==> config.mk <==
export PLATFORM = sky130hd
export DESIGN_NAME = can_ctlstat
export DESIGN_NICKNAME = d
export VERILOG_FILES = /design/src/rtl/canreg_pkg.sv /design/src/rtl/can_ctrl_reg.sv /design/src/rtl/can_sticky_flags.sv /design/src/rtl/can_idle_gate.sv /design/src/rtl/can_ctlstat.sv
export SDC_FILE = /design/constraint.sdc
export NUM_CORES = 1
export LEC_CHECK = 0
export BUFFER_PORTS_ARGS = -buffer_cell sky130_fd_sc_hd__buf_2
export CAP_MARGIN = 10
export CORE_MARGIN = 2
export CORE_UTILIZATION = 30
export CTS_CLUSTER_DIAMETER = 200
export DETAILED_ROUTE_END_ITERATION = 7
export PLACE_DENSITY = 0.86
export REMOVE_ABC_BUFFERS = 1
export SLEW_MARGIN = 20
export SYNTH_ARGS = -nofsm -noshare
export SYNTH_HDL_FRONTEND = slang
export SYNTH_SLANG_ARGS = --single-unit
==> constraint.sdc <==
create_clock -name clk -period 1.75 [get_ports clk]
set_input_delay 0.175 -clock clk [delete_from_list [all_inputs] [get_ports clk]]
set_output_delay 0.175 -clock clk [all_outputs]
set_load 0.05 [all_outputs]
==> src/rtl/canreg_pkg.sv <==
package canreg_pkg;
  localparam int unsigned REG_W  = 32;
  localparam int unsigned ERR_W  = 8;
  localparam int unsigned NFLAG  = 2;
  localparam int unsigned FL_OVR = 0;
  localparam int unsigned FL_BME = 1;

  typedef struct packed {
    logic [ERR_W-1:0] tec;
    logic [ERR_W-1:0] rec;
    logic             active;
    logic             bm_err;
    logic             overrun;
    logic             bus_off;
    logic             passive;
  } stat_t;

  // status word: counters in the upper half, event/condition bits low
  function automatic logic [REG_W-1:0] pack_status(stat_t s);
    logic [REG_W-1:0] w;
    w        = '0;
    w[23:16] = s.tec;
    w[15:8]  = s.rec;
    w[4]     = s.active;
    w[3]     = s.bm_err;
    w[2]     = s.overrun;
    w[1]     = s.bus_off;
    w[0]     = s.passive;
    return w;
  endfunction

  // control word: only the enable is held; the reset bit never reads back
  function automatic logic [REG_W-1:0] pack_ctrl(logic en);
    logic [REG_W-1:0] w;
    w    = '0;
    w[0] = en;
    return w;
  endfunction

  // next value of a recessive-run counter on a bit strobe
  function automatic int unsigned idle_next(int unsigned cnt, logic rx);
    return rx ? cnt + 1 : 0;
  endfunction
endpackage

==> src/rtl/can_ctrl_reg.sv <==
module can_ctrl_reg (
  input  logic clk,
  input  logic rst_n,
  input  logic wr_ctrl,
  input  logic wdata_en,
  input  logic wdata_rst,
  output logic soft_req,
  output logic en_o,
  output logic core_rst_o
);
  logic en_q, rst_q;

  assign soft_req = wr_ctrl & wdata_rst;

  always_ff @(posedge clk or negedge rst_n) begin
    if (!rst_n) begin
      en_q  <= 1'b0;
      rst_q <= 1'b0;
    end else begin
      rst_q <= soft_req;
      if (wr_ctrl) en_q <= wdata_en & ~wdata_rst;
    end
  end

  assign en_o       = en_q;
  assign core_rst_o = rst_q;

  AST_RST_DISABLES: assert property (@(posedge clk) disable iff (!rst_n)
    core_rst_o |-> !en_o);
  AST_RST_ONE_CYCLE: assert property (@(posedge clk) disable iff (!rst_n)
    core_rst_o && !soft_req |=> !core_rst_o);
endmodule

==> src/rtl/can_sticky_flags.sv <==
module can_sticky_flags #(
  parameter int unsigned N = 2
) (
  input  logic         clk,
  input  logic         rst_n,
  input  logic [N-1:0] set_i,
  input  logic         rd_clr,
  input  logic         flush,
  output logic [N-1:0] flag_o
);
  for (genvar i = 0; i < N; i++) begin : g_flag
    logic q;
    always_ff @(posedge clk or negedge rst_n) begin
      if (!rst_n)         q <= 1'b0;
      else if (flush)     q <= 1'b0;
      else if (set_i[i])  q <= 1'b1;
      else if (rd_clr)    q <= 1'b0;
    end
    assign flag_o[i] = q;

    AST_SET_WINS: assert property (@(posedge clk) disable iff (!rst_n)
      set_i[i] && !flush |=> flag_o[i]);
    AST_READ_CLEARS: assert property (@(posedge clk) disable iff (!rst_n)
      rd_clr && !set_i[i] |=> !flag_o[i]);
  end
endmodule

==> src/rtl/can_idle_gate.sv <==
module can_idle_gate #(
  parameter int unsigned IDLE_BITS = 10
) (
  input  logic clk,
  input  logic rst_n,
  input  logic en,
  input  logic flush,
  input  logic bit_tick,
  input  logic rx,
  input  logic core_tx,
  output logic ok_o,
  output logic tx_o
);
  localparam int unsigned CNT_W = $clog2(IDLE_BITS + 1);
  localparam int unsigned LAST  = IDLE_BITS - 1;

  logic [CNT_W-1:0] cnt_q;
  logic             ok_q;
  logic             run_done;

  assign run_done = bit_tick & rx & (int'(cnt_q) == LAST);

  always_ff @(posedge clk or negedge rst_n) begin
    if (!rst_n) begin
      cnt_q <= '0;
      ok_q  <= 1'b0;
    end else if (!en || flush) begin
      cnt_q <= '0;
      ok_q  <= 1'b0;
    end else if (!ok_q && bit_tick) begin
      cnt_q <= CNT_W'(canreg_pkg::idle_next(int'(cnt_q), rx));
      if (run_done) ok_q <= 1'b1;
    end
  end

  assign ok_o = ok_q;
  assign tx_o = (en && ok_q) ? core_tx : 1'b1;

  AST_CNT_BOUND: assert property (@(posedge clk) disable iff (!rst_n)
    int'(cnt_q) <= IDLE_BITS);
  AST_READY_AFTER_RUN: assert property (@(posedge clk) disable iff (!rst_n)
    $rose(ok_o) |-> $past(bit_tick && rx && int'(cnt_q) == LAST));
  AST_DOMINANT_RESTART: assert property (@(posedge clk) disable iff (!rst_n)
    en && !flush && !ok_q && bit_tick && !rx |=> cnt_q == '0);
  AST_NO_TICK_HOLD: assert property (@(posedge clk) disable iff (!rst_n)
    en && !flush && !bit_tick |=> $stable(cnt_q));
  AST_HOLD_OFF: assert property (@(posedge clk) disable iff (!rst_n)
    !ok_o |-> tx_o);
endmodule

==> src/rtl/can_ctlstat.sv <==
module can_ctlstat #(
  parameter int unsigned ADDR_W    = 2,
  parameter int unsigned CTRL_IDX  = 0,
  parameter int unsigned STAT_IDX  = 1,
  parameter int unsigned IDLE_BITS = 10
) (
  input  logic                         clk,
  input  logic                         rst_n,
  input  logic [ADDR_W-1:0]            reg_addr,
  input  logic                         reg_wr,
  input  logic                         reg_rd,
  input  logic [canreg_pkg::REG_W-1:0] reg_wdata,
  output logic [canreg_pkg::REG_W-1:0] reg_rdata,
  input  logic                         cfg_abort,
  input  logic                         dma_err,
  input  logic                         rx_drop,
  input  logic [canreg_pkg::ERR_W-1:0] tx_err_cnt,
  input  logic [canreg_pkg::ERR_W-1:0] rx_err_cnt,
  input  logic                         tx_active,
  input  logic                         bus_off,
  input  logic                         err_passive,
  input  logic                         bit_tick,
  input  logic                         can_rx,
  input  logic                         core_tx,
  output logic                         can_tx,
  output logic                         core_en,
  output logic                         core_rst,
  output logic                         traffic_ok
);
  import canreg_pkg::*;

  logic             sel_ctrl, sel_stat;
  logic             wr_ctrl, rd_stat, soft_req;
  logic [NFLAG-1:0] flag_set, flags;
  logic             unused_wdata;
  stat_t            st;

  assign sel_ctrl     = (reg_addr == ADDR_W'(CTRL_IDX));
  assign sel_stat     = (reg_addr == ADDR_W'(STAT_IDX));
  assign wr_ctrl      = reg_wr & sel_ctrl;
  assign rd_stat      = reg_rd & sel_stat;
  assign unused_wdata = ^reg_wdata[REG_W-1:2];

  can_ctrl_reg u_ctrl (
    .clk        (clk),
    .rst_n      (rst_n),
    .wr_ctrl    (wr_ctrl),
    .wdata_en   (reg_wdata[0]),
    .wdata_rst  (reg_wdata[1]),
    .soft_req   (soft_req),
    .en_o       (core_en),
    .core_rst_o (core_rst)
  );

  assign flag_set[FL_OVR] = rx_drop & core_en;
  assign flag_set[FL_BME] = dma_err & cfg_abort;

  can_sticky_flags #(.N(NFLAG)) u_flags (
    .clk    (clk),
    .rst_n  (rst_n),
    .set_i  (flag_set),
    .rd_clr (rd_stat),
    .flush  (soft_req),
    .flag_o (flags)
  );

  can_idle_gate #(.IDLE_BITS(IDLE_BITS)) u_idle (
    .clk      (clk),
    .rst_n    (rst_n),
    .en       (core_en),
    .flush    (soft_req),
    .bit_tick (bit_tick),
    .rx       (can_rx),
    .core_tx  (core_tx),
    .ok_o     (traffic_ok),
    .tx_o     (can_tx)
  );

  always_comb begin
    st         = '0;
    st.bm_err  = flags[FL_BME];
    st.overrun = flags[FL_OVR];
    if (core_en) begin
      st.tec     = tx_err_cnt;
      st.rec     = rx_err_cnt;
      st.active  = tx_active;
      st.bus_off = bus_off;
      st.passive = err_passive;
    end
  end

  always_comb begin
    reg_rdata = '0;
    if (reg_rd) begin
      if (sel_ctrl)      reg_rdata = pack_ctrl(core_en);
      else if (sel_stat) reg_rdata = pack_status(st);
    end
  end

  AST_SLEEP_RECESSIVE: assert property (@(posedge clk) disable iff (!rst_n)
    !core_en |-> can_tx);
  AST_BME_NEEDS_ABORT: assert property (@(posedge clk) disable iff (!rst_n)
    $rose(flags[FL_BME]) |-> $past(cfg_abort && dma_err));
  AST_OVR_NEEDS_DROP: assert property (@(posedge clk) disable iff (!rst_n)
    $rose(flags[FL_OVR]) |-> $past(rx_drop && core_en));
  AST_CTRL_RST_ZERO: assert property (@(posedge clk) disable iff (!rst_n)
    reg_rd && sel_ctrl |-> !reg_rdata[1]);
endmodule

==> impl_summary.txt <==
----------------------------------------------------
[Min path]
  Depth of the worst hold-timing path ... 3
  Type of the tightest min-delay check ... in -> reg
  Hold path start ... reg_wdata[0]
  Worst min-delay path endpoint ... u_ctrl.en_o

[Power]
  Total power after layout ... 0.589 mW
  Power per unit of standard cell area ... 574 nW/µm²
  Static power due to leakage ... around 0.6 nW
  Sequential group share of total power ... 0.391
  Part of the total power dissipated in combinational logic ... 0.338
  Net switching power ... 0.224 mW
  Internal Pwr Total ... 0.365 mW
  Worst voltage drop across the vdd grid ... 0.382 mV
  Net Sw Frac ... 0.380
  Fraction of power consumed by the clock network ... 0.272

[Logic synthesis]
  Post-synthesis average cell area ... 8.61 µm²
  Post-synthesis register bit count ... 9
  Number of cells produced by synthesis ... 83
  Sequential fraction of the synthesis area ... 0.315
  Post-Synthesis Cell Area ... approximately 710 µm²
  Yosys synthesis warning count ... 0
  Number of distinct library cell variants in the gate-level netlist after synthesis ... 26

[Route]
  1st-pass router iterations ... 4
  Via/cell ratio ... 4.42
  Total routed wirelength ... 1640 µm
  Violation count after the first detailed-routing iteration ... 11
  Number of vias after detailed routing ... 755
  DRC violation count after routing ... 0
  Avg WL per Cell ... 9.56 µm
  Antenna Nets Post-Route ... 0

[Global routing]
  First-pass GRT wire length ... 2460 µm
  Number of global-route vias before repair ... 623
  Total routing resource utilization after global routing ... 0.123
  Antenna violations before repair ... 0
  Maximum number of pins on one net before global-route repair ... 19
  Grt total ovfl ... 0

[Setup path]
  Kind of start point of the critical path ... register
  Startpoint-to-endpoint class of the critical path ... reg -> out
  Reg-to-reg slack, setup ... 0.35 ns
  Critical path data required time ... 1.57 ns
  Highest fanout seen on the critical path ... 18
  Worst path bufs/invs ... 1
  Longest individual stage delay on the worst path ... 0.34 ns
  Endpoint of the lowest-slack register-to-register path ... u_idle.cnt_q[1]
  Cell at the slowest stage of the critical path ... dfrtp_1
  Kind of cell adding the most delay to the critical path ... simple AND/OR/NAND/NOR gates
  Worst R2R Start ... u_idle.cnt_q[0]
  Crit path cell chain ... and3_2 -> and2_1 -> buf_2
  Arr. time, crit path ... 1.33 ns
  Worst Reg2Reg Path Length in Cells ... 3
  CP Capture Type ... primary output

[Clock network]
  Clock input transition at the sequential cells of the worst setup and hold paths ... 0.07 ns
  Clk Latency, worst-skew pair ... 0.26 ns
  CTS H-tree depth ... 1
  CTS tree ... yes
  Maximum buffer depth of the clock tree ... 2
  # clock sinks ... 9
  TritonCTS Buffers ... 3
  Master cell of the clock root buffer ... clkbuf_4

[Finish]
  Layout cells sized above 1 ... 0.497
  Most frequent standard cell in the layout excluding fill and tap cells ... buf_2
  Final design utilization ... 0.460
  Syn-to-layout area delta ... 43.8%
  Post-Layout Inst Area ... 1030 µm²
  Nets@finish ... 209
  Commonest cells after routing, fill and taps aside ... 57 x buf_2, 18 x and2_1, 11 x conb_1, 9 x dfrtp_1, 6 x nand2_1
  Antenna diode count ... 0

[Die]
  Die Span Y ... around 53 µm
  Die Span X ... 52.8 µm
  Starting density of the core ... 0.320
  Core Region ... 2230 µm²
  Top-Level Pins ... 99
  Die area ... 2790 µm²
  Number of placement rows ... 17

[Timing]
  Final setup violating endpoints ... 0
  Fraction of the cycle the final worst path needs ... 0.858
  Worst clock skew ... 0.00622 ns
  Setup repair after global routing missed its margin ... no
  Number of hold-slack violations in the final timing report ... 0
  Highest clock frequency the design can meet ... ~0.67 GHz
  Worst slack on hold paths ... 0.158 ns
  Fin. max-slew vios ... 0
  Clock period minus worst slack ... ~1.5 ns

[Placed design]
  Final weighted congestion in routability-driven placement ... 0.779
  Detailed placer's ending HPWL ... 1390 µm
  Cell area reported after detailed placement ... 988 µm²
  Buffers added on ports ... 57

[Run]
  Maximum Capacitance Violations ... 0

[Status]
  Outcome ... complete, no violations

----------------------------------------------------
state kept, by name, indices dropped and copies added (netlist names):
signal and flops:
u_ctrl.en_o 1, u_idle.cnt_q 4, u_ctrl.core_rst_o 1, u_flags.g_flag.q 2, u_idle.ok_o 1
cell usage after synthesis:
master / n / area, µm²
nand2b_1: 1 / 6.26
a22oi_1: 2 / 15.0
inv_1: 2 / 7.51
and3_1: 3 / 18.8
nand2b_2: 1 / 8.76
nor2b_2: 1 / 8.76
a31oi_1: 1 / 6.26
nand2_1: 6 / 22.5
nand3_1: 2 / 10.0
or3b_2: 3 / 26.3
clkbuf_1: 1 / 3.75
nand2b_4: 1 / 13.8
or4b_1: 1 / 10.0
conb_1: 1 / 3.75
dfrtp_1: 9 / 225
nor2b_1: 1 / 6.26
nand3b_1: 2 / 15.0
ha_1: 2 / 25.0
and4b_1: 1 / 10.0
buf_2: 1 / 5.00
and2_1: 18 / 113
a21oi_1: 5 / 25.0
o21ai_0: 2 / 10.0
nor2_1: 3 / 11.3
buf_4: 11 / 82.6
and4bb_2: 2 / 25.0
metrics by stage:
stage	TNS, ns	std cells	setup WS, ns
2_1_floorplan	-0.188	80	-0.0104
6_report	0	171	0.248
5_1_grt	0	171	0.132
3_5_place_dp	0	166	0.240
4_1_cts	0	171	0.0967
3_3_place_gp	0	166	0.270
power by group through the flow:
stage | clock network [mW] | registers (mW) | logic, mW
after floorplan | 0 | 0.247 | 0.117
after global placement | 0 | 0.232 | 0.196
after detailed placement | 0 | 0.234 | 0.199
after CTS | 0.168 | 0.230 | 0.201
after global routing | 0.188 | 0.232 | 0.215
final | 0.160 | 0.230 | 0.199
layout make-up:
cell class | count | area [µm²]
clock buffer | 3 | 22.5
inverter | 2 | 7.51
sequential | 9 | 225
fill | 241 | 1210
clock inverter | 1 | 5.00
timing repair buffer | 59 | 303
multi-input combinational | 69 | 429
tap | 28 | 35.0
routing by layer:
metal,part of all wire,GRT usage,vias to the layer above
li1,-,-,376
met1,0.34,0.107,327
met2,0.51,0.244,48
met3,0.12,0.0371,4
met4,0.017,0.0641,0
met5,0,0,-
worst max path at each step:
stage / cells past startpoint / slack [ns] / end / startpoint
floorplan: 2 / -0.01 / reg_rdata[10] / u_ctrl.en_o
global placement: 5 / 0.27 / reg_rdata[12] / reg_addr[1]
detailed placement: 5 / 0.24 / reg_rdata[11] / reg_addr[1]
CTS: 3 / 0.1 / reg_rdata[11] / u_ctrl.en_o
global route: 3 / 0.13 / reg_rdata[14] / u_ctrl.en_o
finish: 3 / 0.25 / reg_rdata[11] / u_ctrl.en_o
worst min-delay path: stages:
cell and delay [ns]:
buf_2 0.09, nand2b_1 0.05, o21ai_0 0.06
what timing repair did:
| item | in CTS | in global routing |
|---|---|---|
| gates resized for setup | 0 | 1 |
| hold endpoints to repair | 9 | 0 |
| hold buffers | 1 | 0 |
| setup endpoints to repair | 0 | 9 |
| setup buffers | 0 | 0 |
kinds of logic after synthesis:
family | Yosys count | synth area share
buf+inv | 15 | 0.138
fa+ha+maj | 2 | 0.0350
other cells | 1 | 0.00525
compound gates | 10 | 0.0788
flops | 9 | 0.315
simple gates | 46 | 0.427
Power figures use the tool's default switching activity.
